## config.mk

```make
export PLATFORM = sky130hd
export DESIGN_NAME = xcvr_mgmt_bank
export DESIGN_NICKNAME = d
export VERILOG_FILES = /design/src/rtl/xcvr_mgmt_pkg.sv /design/src/rtl/xmb_sync.sv /design/src/rtl/xmb_id_page.sv /design/src/rtl/xmb_user_ram.sv /design/src/rtl/xcvr_mgmt_bank.sv
export SDC_FILE = /design/constraint.sdc
export NUM_CORES = 2
export LEC_CHECK = 0
export BUFFER_PORTS_ARGS = -buffer_cell sky130_fd_sc_hd__buf_2
export CELL_PAD_IN_SITES_DETAIL_PLACEMENT = 1
export CELL_PAD_IN_SITES_GLOBAL_PLACEMENT = 1
export CORE_MARGIN = 2
export CORE_UTILIZATION = 58
export DETAILED_ROUTE_END_ITERATION = 8
export PLACE_DENSITY = 0.89
export SKIP_LAST_GASP = 1
export SLEW_MARGIN = 10
export SYNTH_ARGS = -nofsm -noshare
export SYNTH_HDL_FRONTEND = slang
export SYNTH_SLANG_ARGS = --single-unit
export TNS_END_PERCENT = 20
```

## constraint.sdc

```tcl
create_clock -name clk -period 6.2 [get_ports clk]
set_input_delay 0.93 -clock clk [delete_from_list [all_inputs] [get_ports clk]]
set_output_delay 0.93 -clock clk [all_outputs]
set_load 0.01 [all_outputs]
```

## src/rtl/xcvr_mgmt_pkg.sv

```systemverilog
package xcvr_mgmt_pkg;

    localparam int THR_BYTES   = 40;
    localparam int MEAS_BASE   = 96;
    localparam int STATUS_OFS  = 110;
    localparam int USER_LO     = 128;
    localparam int USER_HI     = 247;
    localparam int CSUM_BASE   = 63;
    localparam int CSUM_EXT    = 95;

    // Build-time identification contents (check bytes filled by logic).
    function automatic logic [7:0] id_rom_byte(input logic [7:0] o);
        if (o == 8'd0)  return 8'h03;
        if (o == 8'd92) return 8'h60;
        if (o == 8'd63 || o == 8'd95) return 8'h00;
        if (o < 8'd96)  return 8'(int'(o) * 37 + 11);
        return 8'h00;
    endfunction

    // Build-time threshold bytes.
    function automatic logic [7:0] thr_byte(input logic [7:0] o);
        return 8'(8'hA5 ^ 8'(int'(o) * 3));
    endfunction

    typedef struct packed {
        logic       page;
        logic [7:0] ptr;
        logic [7:0] rdata;
        logic       soft_txdis;
        logic       soft_rate;
        logic [7:0] shadow;
        logic [7:0] shadow_ofs;
        logic       shadow_vld;
        logic       not_ready;
    } bank_state_t;

endpackage

```

## src/rtl/xmb_sync.sv

```systemverilog
module xmb_sync #(
    parameter int W = 5
) (
    input  logic         clk,
    input  logic         rst_n,
    input  logic [W-1:0] async_in,
    output logic [W-1:0] sync_out
);
    for (genvar i = 0; i < W; i++) begin : g_bit
        logic meta_q, stab_q;
        always_ff @(posedge clk or negedge rst_n) begin
            if (!rst_n) begin
                meta_q <= 1'b0;
                stab_q <= 1'b0;
            end else begin
                meta_q <= async_in[i];
                stab_q <= meta_q;
            end
        end
        assign sync_out[i] = stab_q;
    end
endmodule

```

## src/rtl/xmb_id_page.sv

```systemverilog
module xmb_id_page
    import xcvr_mgmt_pkg::*;
(
    input  logic [7:0] ofs,
    output logic [7:0] data
);
    logic [7:0] sum_base, sum_ext;

    always_comb begin
        sum_base = 8'h00;
        sum_ext  = 8'h00;
        for (int i = 0; i < CSUM_BASE; i++)
            sum_base = sum_base + id_rom_byte(8'(i));
        for (int i = CSUM_BASE + 1; i < CSUM_EXT; i++)
            sum_ext = sum_ext + id_rom_byte(8'(i));
        if (ofs == 8'(CSUM_BASE))     data = sum_base;
        else if (ofs == 8'(CSUM_EXT)) data = sum_ext;
        else                          data = id_rom_byte(ofs);
    end
endmodule

```

## src/rtl/xmb_user_ram.sv

```systemverilog
module xmb_user_ram #(
    parameter int BASE  = 128,
    parameter int DEPTH = 120
) (
    input  logic       clk,
    input  logic       rst_n,
    input  logic       we,
    input  logic [7:0] addr,
    input  logic [7:0] wdata,
    output logic [7:0] rdata
);
    localparam int AW = $clog2(DEPTH);

    logic [7:0]    mem_q [DEPTH];
    logic [AW-1:0] idx;

    assign idx   = AW'(addr - 8'(BASE));
    assign rdata = mem_q[idx];

    always_ff @(posedge clk or negedge rst_n) begin
        if (!rst_n) begin
            for (int i = 0; i < DEPTH; i++) mem_q[i] <= 8'h00;
        end else if (we) begin
            mem_q[idx] <= wdata;
        end
    end
endmodule

```

## src/rtl/xcvr_mgmt_bank.sv

```systemverilog
module xcvr_mgmt_bank
    import xcvr_mgmt_pkg::*;
#(
    parameter int NUM_MEAS     = 5,
    parameter int READY_CYCLES = 64
) (
    input  logic                  clk,
    input  logic                  rst_n,
    input  logic                  host_set,
    input  logic                  host_page,
    input  logic [7:0]            host_ofs,
    input  logic                  host_rd,
    input  logic                  host_wr,
    input  logic [7:0]            host_wdata,
    output logic [7:0]            host_rdata,
    input  logic [NUM_MEAS*16-1:0] meas_in,
    input  logic                  pin_tx_disable,
    input  logic                  pin_rs1,
    input  logic                  pin_rate_sel,
    input  logic                  pin_tx_fault,
    input  logic                  pin_rx_los,
    output logic                  tx_disable_out,
    output logic                  rate_sel_out
);
    localparam int MEAS_W  = NUM_MEAS * 16;
    localparam int MEAS_HI = MEAS_BASE + 2 * NUM_MEAS;
    localparam int CNT_W   = $clog2(READY_CYCLES + 1);

    bank_state_t      st_d, st_q;
    logic [CNT_W-1:0] cnt_d, cnt_q;
    logic [4:0]       pins_s;
    logic [7:0]       id_byte, user_byte, cur_byte, status_byte;
    logic             user_hit, user_we;

    // Signals exposed to the bound checker.
    logic [7:0] ptr_q;
    logic       soft_txdis_q, soft_rate_q, not_ready_q;
    assign ptr_q        = st_q.ptr;
    assign soft_txdis_q = st_q.soft_txdis;
    assign soft_rate_q  = st_q.soft_rate;
    assign not_ready_q  = st_q.not_ready;

    function automatic logic is_word(input logic [7:0] o);
        return (o < 8'(THR_BYTES)) || (o >= 8'(MEAS_BASE) && o < 8'(MEAS_HI));
    endfunction

    function automatic logic [7:0] diag_ro(input logic [7:0] o,
                                           input logic [MEAS_W-1:0] m);
        logic [15:0] w;
        int          k;
        if (o < 8'(THR_BYTES)) return thr_byte(o);
        if (o >= 8'(MEAS_BASE) && o < 8'(MEAS_HI)) begin
            k = (int'(o) - MEAS_BASE) / 2;
            w = m[k*16 +: 16];
            return o[0] ? w[7:0] : w[15:8];
        end
        return 8'h00;
    endfunction

    xmb_sync #(.W(5)) u_sync (
        .clk      (clk),
        .rst_n    (rst_n),
        .async_in ({pin_tx_disable, pin_rs1, pin_rate_sel, pin_tx_fault, pin_rx_los}),
        .sync_out (pins_s)
    );

    xmb_id_page u_id (
        .ofs  (st_q.ptr),
        .data (id_byte)
    );

    assign user_hit = st_q.page && st_q.ptr >= 8'(USER_LO) && st_q.ptr <= 8'(USER_HI);
    assign user_we  = host_wr && !host_set && user_hit;

    xmb_user_ram #(.BASE(USER_LO), .DEPTH(USER_HI - USER_LO + 1)) u_ram (
        .clk   (clk),
        .rst_n (rst_n),
        .we    (user_we),
        .addr  (st_q.ptr),
        .wdata (host_wdata),
        .rdata (user_byte)
    );

    assign status_byte = {pins_s[4], st_q.soft_txdis, pins_s[3], pins_s[2],
                          st_q.soft_rate, pins_s[1], pins_s[0], st_q.not_ready};

    always_comb begin
        if (!st_q.page)                         cur_byte = id_byte;
        else if (user_hit)                      cur_byte = user_byte;
        else if (st_q.ptr == 8'(STATUS_OFS))    cur_byte = status_byte;
        else                                    cur_byte = diag_ro(st_q.ptr, meas_in);
    end

    always_comb begin
        st_d  = st_q;
        cnt_d = cnt_q;
        if (st_q.not_ready) begin
            cnt_d = cnt_q + 1'b1;
            if (cnt_q == CNT_W'(READY_CYCLES - 1)) st_d.not_ready = 1'b0;
        end
        if (host_set) begin
            st_d.page       = host_page;
            st_d.ptr        = host_ofs;
            st_d.shadow_vld = 1'b0;
        end else begin
            if (host_rd || host_wr) st_d.ptr = st_q.ptr + 8'd1;
            if (host_rd) begin
                st_d.shadow_vld = 1'b0;
                if (st_q.page && st_q.shadow_vld && st_q.ptr == st_q.shadow_ofs)
                    st_d.rdata = st_q.shadow;
                else
                    st_d.rdata = cur_byte;
                if (st_q.page && is_word(st_q.ptr) && !st_q.ptr[0]) begin
                    st_d.shadow     = diag_ro(st_q.ptr + 8'd1, meas_in);
                    st_d.shadow_ofs = st_q.ptr + 8'd1;
                    st_d.shadow_vld = 1'b1;
                end
            end
            if (host_wr && st_q.page && st_q.ptr == 8'(STATUS_OFS)) begin
                st_d.soft_txdis = host_wdata[6];
                st_d.soft_rate  = host_wdata[3];
            end
        end
    end

    always_ff @(posedge clk or negedge rst_n) begin
        if (!rst_n) begin
            st_q           <= '0;
            st_q.not_ready <= 1'b1;
            cnt_q          <= '0;
        end else begin
            st_q  <= st_d;
            cnt_q <= cnt_d;
        end
    end

    assign host_rdata     = st_q.rdata;
    assign tx_disable_out = pin_tx_disable | st_q.soft_txdis;
    assign rate_sel_out   = pin_rate_sel | st_q.soft_rate;

endmodule

```

==> results.txt <==
Synth Area in Compound Gates: 0.03708
Hold Vio Cnt, Final: 0
Crit path DAT: 5390 ps
Fin area: 54,740 sq um
Router iterations before antenna repair: 6
Vias in the first global route: 37,390
Die W: 297.0 um
Syn_area_per_cell: 14.77 sq um
Slew margin rel.: 0.1234
Final setup vio count: 0
Synth Flop Type: dfrtp_1
Synth Area in XOR/XNOR: 0.008974
CP max FO: 79
Die Area: 88,180 sq um
Syn Nets: 3,540
Syn Std Cell Area: 49,780 sq um
WS Path Type: reg2reg
Worst path required time: 6810 ps
Crit start category: flip-flop
Number of buffers created by CTS: 103
Initial Utilization: 0.5846
Reg power frac: 0.434
Final Max Slew Viols: 0
Nets: 3,569
Status: completed
Post-synth EDFFs: 0
Shortest period the worst path allows: 4780 ps
Clk_lat worst skew: 750 ps
Mapped Cells: 3,370
Area contributors post-synth: dfrtp_1, mux2_2, mux4_2
Final ANT Viol Nets: 0
H-Tree Level Count: 3
Worst-margin pin slew: 1312 ps
Fmax: 0.2092 GHz
# fillers: 7,559
Yosys cell types: 75
Synth Warn #: 0
Switching component of the power: 4.704 mW
Final clock skew: 50.99 ps
Share of the synthesized area in the top cell type: 0.5093
Area Growth Syn to Fin: 9.974%
Avg Vias per Cell: 7.336
Most frequent cells in the layout: dfrtp_1, mux2_2, mux4_2
Placed cell area: 51,180 sq um
Register bit total from synthesis: 1,014
Largest family of logic cells by synthesized area: multiplexers
Crit path capture type: flip-flop
IO Port Bufs: 116
Starting DRT DRC Count: 3,796
Sequential cell area: 25,390 sq um
Setup Fix Bufs, Post-CTS: 0
Internal power: 11.44 mW
Maximum VDD drop: 235.0 uV
Row count: 107
Clk network pwr share: 0.416
Tcrit/Tclk final: 0.7709
Largest area contributor in the netlist: dfrtp_1
Leak: 25.96 nW
Post_cts resized: 0
GRT Total Usage: 0.4050
Unrepaired setup endpoints after global routing: false
MaxCap Viol Count: 0
DR vias: 33,960
Chip height: 297.0 um
IO Pins: 117
First-pass GRT wire length: 264.9 mm
Drt wl/cell: 38.32 um
Largest net degree at the start of global routing: 148
Hold crit path type: in2async
DRC violations left: 0
Core area: 85,150 sq um
Setup TNS: 0 ps
Initial antenna violation count: 5
Hpwl dp: 101.9 mm
Register area share after synthesis: 0.5098
CTS root buf: clkbuf_16
CTS tree: yes
Multiplexer area fraction after synthesis: 0.3539
Net Sw Frac: 0.2914
FFs w/ async S/R, synth: 1.000
Routed WL: 177.4 mm
TritonCTS Sinks: 1,014
Maximum buffer depth of the clock tree: 3
Area of the multi-input gates: 23,050 sq um
Post-Synth Adder-Cell Area: 0.01629
Gate power share: 0.150
Placer Congestion: 0.9769
GR Overflow Total: 0
Simple-gate area share of the yosys netlist: 0.04665
Pwr dens: 294.9 nW/um^2
Clock Pin Slew Worst Setup and Hold Paths: 60 ps
Commonest non-fill, non-tap cell in the layout: dfrtp_1
Fraction of layout cells with a size suffix above 1: 0.4920
Post-CTS Hold Fix Bufs: 0
==> path summary, 6_finish.rpt <==
kind / depth (start not counted) / slack, ps / endpoint / start
min reg2reg: 0 / 360 / u_sync.g_bit[1].stab_q / u_sync.g_bit[1].meta_q
max reg2reg: 9 / 1420 / host_rdata[6] / ptr_q[0]
min: 1 / 240 / u_ram.mem_q[652] / rst_n
min in group clk: 1 / 310 / u_sync.g_bit[0].meta_q / pin_rx_los
max in group asynchronous: 2 / 4260 / u_ram.mem_q[429] / rst_n
max: 9 / 1420 / host_rdata[6] / ptr_q[0]
==> power by group through the flow <==
stage | combinational, mW | sequential (mW) | clock [mW]
6_report | 2.43 | 7.00 | 6.72
4_1_cts | 2.37 | 6.98 | 6.70
5_1_grt | 2.53 | 7.00 | 6.98
3_3_place_gp | 2.20 | 7.06 | 0
3_5_place_dp | 2.29 | 7.09 | 0
2_1_floorplan | 1.53 | 7.00 | 0
==> cells in the mapped netlist, types with 11 or more instances <==
master / count
dfrtp_1: 1013
mux2_2: 976
mux4_2: 263
clkbuf_1: 155
nand2_1: 115
ha_1: 60
mux2i_1: 57
o21ai_0: 55
a21oi_1: 48
nand3_1: 45
nor2_1: 42
nand3_2: 39
xnor2_1: 39
buf_4: 33
nor2_4: 33
buf_2: 30
nor2_2: 28
inv_1: 26
a22oi_1: 23
buf_1: 20
o221ai_1: 19
nand4_1: 16
nor3_1: 13
a221oi_1: 12
buf_6: 12
nor2b_1: 12
o22ai_1: 12
xor2_1: 12
a211oi_1: 11
==> through the flow <==
step                setup WS, ps  std cells  power [mW]  hold WS, ps    util
floorplan                   2141       3370       8.532        331.2       -
global placement            1579       4438       9.262        339.7  0.6011
detailed placement          1576       4438       9.378        349.0  0.6011
CTS                         1472       4628       16.05        322.1  0.6428
global route                1174       4628       16.51        305.1  0.6428
finish                      1420       4630       16.14        239.4  0.6429
==> registers in the layout, summed over array words and instances, names as in the netlist <==
| name | cells |
|---|---|
| soft_txdis_q | 1 |
| st_q | 18 |
| not_ready_q | 1 |
| ptr_q | 8 |
| host_rdata | 8 |
| u_sync.g_bit.stab_q | 5 |
| cnt_q | 7 |
| soft_rate_q | 1 |
| u_sync.g_bit.meta_q | 5 |
| u_ram.mem_q | 960 |
==> routing by layer <==
layer	global-route usage	wire length, um	up-vias
met4	0.2425	12790	4
met3	0.1138	17030	784
met1	0.5031	64290	18080
met2	0.6359	83290	2409
met5	0	28	-
li1	-	-	12690
==> critical path, cell delays in order, from the launching register on <==
cell and delay, ps:
dfrtp_4 770, buf_12 580, buf_4 670, mux4_2 360, nor2_1 70, a2111oi_1 1170
nor4_1 180, nor3b_1 400, nor3_1 130, o31ai_1 270
==> logic make-up after synthesis <==
group	after synthesis
multiplexers	1301
flip-flops	1014
AND/OR/NAND/NOR	392
buffers and inverters	282
AO/OA/AOI/OAI	267
adder cells (fa/ha/maj)	63
XOR/XNOR	51
==> cell type report <==
type	count	share of cell area
antenna	2	0.00009143
multi-input combinational	2074	0.4211
sequential	1014	0.4638
inverter	28	0.001920
clock buffer	148	0.05511
clock inverter	42	0.009874
timing repair buffer	178	0.02194
tap	1144	0.02615
(Power assumes the default switching activity.)
